### src/rtl/flash_esr_pkg.sv
package flash_esr_pkg;

  typedef enum logic [2:0] {
    ST_IDLE,
    ST_ERASE,
    ST_SUSPING,
    ST_SUSP,
    ST_PROG,
    ST_DONE
  } fes_state_e;

  typedef enum logic [2:0] {
    OP_NONE    = 3'd0,
    OP_ERASE   = 3'd1,
    OP_SUSPEND = 3'd2,
    OP_RESUME  = 3'd3,
    OP_PROG    = 3'd4,
    OP_READ    = 3'd5,
    OP_ID_ON   = 3'd6,
    OP_ID_OFF  = 3'd7
  } fes_op_e;

  typedef enum logic [1:0] {
    RD_NONE   = 2'd0,
    RD_ARRAY  = 2'd1,
    RD_STATUS = 2'd2,
    RD_IDENT  = 2'd3
  } fes_rd_e;

endpackage

### src/rtl/flash_dcount.sv
module flash_dcount #(
  parameter int W = 8
) (
  input  logic         clk_i,
  input  logic         rst_ni,
  input  logic         load_i,
  input  logic [W-1:0] load_val_i,
  input  logic         dec_i,
  output logic [W-1:0] count_o
);

  logic [W-1:0] cnt_q;

  always_ff @(posedge clk_i or negedge rst_ni) begin
    if (!rst_ni)                       cnt_q <= '0;
    else if (load_i)                   cnt_q <= load_val_i;
    else if (dec_i && cnt_q != '0)     cnt_q <= cnt_q - 1'b1;
  end

  assign count_o = cnt_q;

endmodule

### src/rtl/flash_sect_match.sv
module flash_sect_match #(
  parameter int ADDR_W = 16,
  parameter int SECT_W = 4
) (
  input  logic [ADDR_W-1:0] addr_i,
  input  logic [SECT_W-1:0] sect_i,
  output logic [SECT_W-1:0] sect_o,
  output logic              hit_o
);

  logic unused_addr_lo;

  assign sect_o         = addr_i[ADDR_W-1 -: SECT_W];
  assign hit_o          = (sect_o == sect_i);
  assign unused_addr_lo = ^addr_i[ADDR_W-SECT_W-1:0];

endmodule

### src/rtl/flash_esr_ctl.sv
module flash_esr_ctl
  import flash_esr_pkg::*;
#(
  parameter int ADDR_W       = 16,
  parameter int SECT_W       = 4,
  parameter int ERASE_CYCLES = 5000,
  parameter int SUSP_LAT     = 4,
  parameter int GAP_CYCLES   = 6,
  parameter int PROG_CYCLES  = 8
) (
  input  logic              clk_i,
  input  logic              rst_ni,
  input  logic              cmd_valid_i,
  input  logic [2:0]        cmd_op_i,
  input  logic [ADDR_W-1:0] cmd_addr_i,
  output logic              erase_active_o,
  output logic              suspended_o,
  output logic              prog_busy_o,
  output logic [SECT_W-1:0] erase_sector_o,
  output logic              poll_done_o,
  output logic              poll_toggle_o,
  output logic [1:0]        rd_kind_o,
  output logic              id_mode_o
);

  localparam int EW      = $clog2(ERASE_CYCLES + 1);
  localparam int AUX_MAX = (SUSP_LAT > PROG_CYCLES) ? SUSP_LAT : PROG_CYCLES;
  localparam int AW      = $clog2(AUX_MAX + 1);
  localparam int GW      = $clog2(GAP_CYCLES + 1);

  fes_state_e        state_q, state_d;
  logic [SECT_W-1:0] sect_q;
  logic [SECT_W-1:0] cmd_sect;
  logic              sect_hit;
  logic              id_q;
  logic              toggle_q;
  fes_rd_e           rd_q, rd_d;

  logic [EW-1:0] rem_cnt;
  logic [AW-1:0] aux_cnt, aux_val;
  logic [GW-1:0] guard_cnt;

  logic erase_go, susp_go, resume_go, prog_go;
  logic busy, is_rd;

  function automatic logic op_is(input fes_op_e op);
    return cmd_valid_i && (cmd_op_i == op);
  endfunction

  flash_sect_match #(.ADDR_W(ADDR_W), .SECT_W(SECT_W)) u_match (
    .addr_i (cmd_addr_i),
    .sect_i (sect_q),
    .sect_o (cmd_sect),
    .hit_o  (sect_hit)
  );

  // remaining erase time, only moves while erasing
  flash_dcount #(.W(EW)) u_rem (
    .clk_i      (clk_i),
    .rst_ni     (rst_ni),
    .load_i     (erase_go),
    .load_val_i (EW'(ERASE_CYCLES)),
    .dec_i      (state_q == ST_ERASE),
    .count_o    (rem_cnt)
  );

  // suspend latency and in-suspend program share one timer
  assign aux_val = susp_go ? AW'(SUSP_LAT) : AW'(PROG_CYCLES);

  flash_dcount #(.W(AW)) u_aux (
    .clk_i      (clk_i),
    .rst_ni     (rst_ni),
    .load_i     (susp_go || prog_go),
    .load_val_i (aux_val),
    .dec_i      (state_q == ST_SUSPING || state_q == ST_PROG),
    .count_o    (aux_cnt)
  );

  // resume-to-suspend hold-off
  flash_dcount #(.W(GW)) u_guard (
    .clk_i      (clk_i),
    .rst_ni     (rst_ni),
    .load_i     (resume_go),
    .load_val_i (GW'(GAP_CYCLES)),
    .dec_i      (1'b1),
    .count_o    (guard_cnt)
  );

  always_comb begin
    state_d   = state_q;
    erase_go  = 1'b0;
    susp_go   = 1'b0;
    resume_go = 1'b0;
    prog_go   = 1'b0;
    unique case (state_q)
      ST_IDLE, ST_DONE: begin
        if (op_is(OP_ERASE)) begin
          state_d  = ST_ERASE;
          erase_go = 1'b1;
        end
      end
      ST_ERASE: begin
        // completion wins over a same-cycle suspend
        if (rem_cnt == EW'(1)) begin
          state_d = ST_DONE;
        end else if (op_is(OP_SUSPEND) && guard_cnt == '0) begin
          state_d = ST_SUSPING;
          susp_go = 1'b1;
        end
      end
      ST_SUSPING: begin
        if (aux_cnt == AW'(1)) state_d = ST_SUSP;
      end
      ST_SUSP: begin
        if (op_is(OP_RESUME) && sect_hit) begin
          state_d   = ST_ERASE;
          resume_go = 1'b1;
        end else if (op_is(OP_PROG) && !sect_hit && !id_q) begin
          state_d = ST_PROG;
          prog_go = 1'b1;
        end
      end
      ST_PROG: begin
        if (aux_cnt == AW'(1)) state_d = ST_SUSP;
      end
      default: state_d = ST_IDLE;
    endcase
  end

  assign busy  = (state_q == ST_ERASE) || (state_q == ST_SUSPING) || (state_q == ST_PROG);
  assign is_rd = op_is(OP_READ);

  always_comb begin
    rd_d = RD_NONE;
    if (is_rd) begin
      if (id_q)                    rd_d = RD_IDENT;
      else if (busy)               rd_d = RD_STATUS;
      else if (state_q == ST_SUSP) rd_d = sect_hit ? RD_STATUS : RD_ARRAY;
      else                         rd_d = RD_ARRAY;
    end
  end

  always_ff @(posedge clk_i or negedge rst_ni) begin
    if (!rst_ni) begin
      state_q  <= ST_IDLE;
      sect_q   <= '0;
      id_q     <= 1'b0;
      toggle_q <= 1'b0;
      rd_q     <= RD_NONE;
    end else begin
      state_q <= state_d;
      rd_q    <= rd_d;
      if (erase_go) sect_q <= cmd_sect;
      if (resume_go || (state_q == ST_SUSP && op_is(OP_ID_OFF)))
        id_q <= 1'b0;
      else if (state_q == ST_SUSP && op_is(OP_ID_ON))
        id_q <= 1'b1;
      if (is_rd && busy) toggle_q <= ~toggle_q;
    end
  end

  assign erase_active_o = (state_q == ST_ERASE);
  assign suspended_o    = (state_q == ST_SUSP);
  assign prog_busy_o    = (state_q == ST_PROG);
  assign erase_sector_o = sect_q;
  assign poll_done_o    = ~busy;
  assign poll_toggle_o  = toggle_q;
  assign rd_kind_o      = rd_q;
  assign id_mode_o      = id_q;

endmodule

### config.mk
export PLATFORM = sky130hd
export DESIGN_NAME = flash_esr_ctl
export DESIGN_NICKNAME = d
export VERILOG_FILES = /design/src/rtl/flash_esr_pkg.sv /design/src/rtl/flash_dcount.sv /design/src/rtl/flash_sect_match.sv /design/src/rtl/flash_esr_ctl.sv
export SDC_FILE = /design/constraint.sdc
export NUM_CORES = 1
export LEC_CHECK = 0
export BUFFER_PORTS_ARGS = -buffer_cell sky130_fd_sc_hd__buf_2
export CAP_MARGIN = 5
export CORE_UTILIZATION = 45
export CTS_CLUSTER_SIZE = 30
export DETAILED_ROUTE_END_ITERATION = 7
export PLACE_DENSITY = 0.67
export SLEW_MARGIN = 15
export SYNTH_ARGS = -nofsm -noshare
export SYNTH_HDL_FRONTEND = slang
export SYNTH_SLANG_ARGS = --single-unit
### constraint.sdc
create_clock -name clk_i -period 4.6 [get_ports clk_i]
set_input_delay 0.92 -clock clk_i [delete_from_list [all_inputs] [get_ports clk_i]]
set_output_delay 0.92 -clock clk_i [all_outputs]
set_load 0.02 [all_outputs]
==> results.txt <==
Final WL -> 3530 microns
Post-CTS setup buffers -> 0
DP Area -> 0.00198 sq mm
Sequential Power Share -> 0.402
R2R setup slack -> 2570 ps
Die area -> 0.00435 sq mm
Crit-path cells -> nor3b_4 > nor2_1 > buf_2
Drt first pass iters -> 4
Total grt overflow -> 0
Pint -> 770 uW
Synth top area cells -> dfrtp_1, nand2_1, ha_1
Delay-heaviest family, CP -> simple AND/OR/NAND/NOR gates
Least-Margin Pin Slew -> 698 ps
Sw Pwr -> 582 uW
Synth area leader -> dfrtp_1
Ant. Diodes -> 0
Synth Warn # -> 0
Crit path capture type -> primary output
CP Class -> reg2out
Overall Power -> 1.35 mW
Unrepaired setup endpoints after global routing -> no
All-layer global routing usage -> 0.197
Number of vias per cell -> 5.30
Cell area after layout -> 0.00206 sq mm
Worst Hold Class -> reg2reg
Switching portion of total power -> 0.430
Share of cells above drive strength 1 -> 0.191
Initial DRC Count -> 59
Root buffer cell -> clkbuf_8
Worst-skew pair later-pin latency -> 280 ps
Setup slack at placement -> 2220 ps
Pwr/cell area -> 655 mW/mm^2
Fmax -> 381 MHz
Max clock buf depth -> 2
Max cap viols -> 0
Asr flop ratio synth -> 1.00
Crit path launch type -> flop
Slew HR -> 0.531
Starting Density -> 0.485
Yosys cell types -> 48
Dpl hpwl -> 2560 microns
Fin crit share -> 0.570
Hold WS -> 461 ps
Fin util -> 0.543
Remaining DRCs -> 0
Slowest CP cell -> nor3b_4
Via total after detailed routing -> 1420
Placer congestion estimate -> 0.755
Cells after Synth -> 195
Cell Area, Synth -> 0.00184 sq mm
Die width -> 66.0 microns
Htree depth -> 2
Num Clock Sinks -> 31
P_leak -> 0.880 nW
Fill count -> 364
Final setup viols -> 0
Slew Viols, Final -> 0
Post-route ant nets -> 0
Initial antenna violation count -> 0
Port bufs -> 21
Main synth FF type -> dfrtp_1
Tmin final -> 2620 ps
Max incr delay on CP -> 560 ps
CP required -> 3680 ps
CP Max Fanout -> 13
Mean Syn Cell Area -> 9.44 sq um
Avg WL per Cell -> 13.2 microns
Slack of the critical path -> 1980 ps
Clk pwr share -> 0.150
Final Non-Filler Cells -> 268
Hold Vio Cnt, Final -> 0
I/O Pins -> 34
WP buf/inv -> 1
Status -> finished clean
# resized after CTS -> 0
Number of synthesized flops with an enable pin -> 0
Post-synth top area share -> 0.421
Net Count, Synth -> 224
Placed Cells -> 260
Worst vdd ir -> 0.279 mV
Cell Rows -> 22
P&R area growth vs syn -> 12.0%
Vias in the first global route -> 1384
Clock-pin slew on the worst setup and hold paths -> 60 ps
Combinational Power Share -> 0.449
Register area share after synthesis -> 0.421
Crit path DAT -> 1700 ps
Core box area -> 0.00380 sq mm
Largest net degree at the start of global routing -> 32
Fin nets -> 248
CTS tree -> built
Yosys reg bits -> 31
Die H -> 66.0 microns
Final setup TNS -> 0 ps
Global-route wire length before repair -> 6410 microns
CTS Buf Count -> 5
Max Clock Skew -> 5.91 ps
# hold bufs at CTS -> 0
placed cells by master, fill, tap and decap left out, drive strengths merged, types with 2 or more instances in the layout:
cell type,netlist,layout
buf,4,22
nand4b,2,2
nand2,28,28
a221oi,2,2
ha,7,7
xnor2,10,10
clkbuf,1,7
and2,3,3
nand2b,2,2
nand3b,2,2
o211ai,3,3
nor3b,2,2
nor3,7,7
dfrtp,31,31
nand4,9,9
nor2b,4,4
or4,2,2
nand3,7,7
inv,9,9
mux2,2,2
nor4,3,3
o21ai,6,6
a21oi,4,4
or3,2,2
nor2,22,22
xor2,7,7
cell families (layout without fill, tap and decap cells):
logic type               after synthesis  count (layout)  synth area share
AND/OR/NAND/NOR                       99              99             0.299
flip-flops                            31              31             0.421
AO/OA/AOI/OAI                         24              24            0.0978
XOR/XNOR                              17              17            0.0808
buffers and inverters                 14              39            0.0360
adder cells (fa/ha/maj)                7               7            0.0476
multiplexers                           3               3            0.0177
state kept, by name, summed over array words and instances, names as in the netlist:
name	flops
poll_toggle_o	1
state_q	3
u_rem.count_o	13
erase_sector_o	4
u_guard.count_o	3
rd_kind_o	2
id_mode_o	1
u_aux.count_o	4
worst reg2reg max path: cells and delay by family (launching register included):
| kind | cells | cell delay, ps |
|---|---|---|
| and+or+nand+nor | 4 | 1460 |
| DFF | 1 | 500 |
power groups by stage:
stage          registers (mW)  clock network, mW  logic, mW
3_5_place_dp            0.544                  0      0.613
3_3_place_gp            0.544                  0      0.598
2_1_floorplan           0.536                  0      0.477
5_1_grt                 0.569              0.223      0.694
6_report                0.543              0.202      0.607
4_1_cts                 0.544              0.210      0.614
Yosys cell counts (all sizes together) (2+ instances only):
library cell	instances
dfrtp	31
mux2	2
nor3	7
nand4	9
nor3b	2
a221oi	2
nand2	28
nand3	7
ha	7
o211ai	3
nand3b	2
nand2b	2
nor4	3
and2	3
or4	2
nand4b	2
or3	2
inv	9
o21ai	6
nor2b	4
nor2	22
xor2	7
a21oi	4
xnor2	10
buf	4
per-layer routing:
metal | GRT usage | wire length [microns]
met1 | 0.270 | 1860
met2 | 0.298 | 1500
met3 | 0.0517 | 122
met4 | 0.0718 | 57
met5 | 0 | 0
final cells by class:
cell class	count	area, sq um	area share
clock buffer	7	76.3	0.0370
clock inverter	1	5.00	0.00243
inverter	9	33.8	0.0164
multi-input combinational	150	1000	0.485
sequential	31	776	0.376
tap	48	60.1	0.0291
timing repair buffer	22	113	0.0546
worst paths after layout:
kind                               startpoint            endpoint  depth (start not counted)
worst max-delay path               state_q[0]         poll_done_o                          3
worst min-delay path            poll_toggle_o       poll_toggle_o                          1
min in group asynchronous              rst_ni  u_guard.count_o[2]                          1
max in group asynchronous              rst_ni    u_aux.count_o[1]                          1
worst min register to register  poll_toggle_o       poll_toggle_o                          1
worst max register to register     state_q[0]   u_rem.count_o[12]                          4
Power figures use the tool's default switching activity.
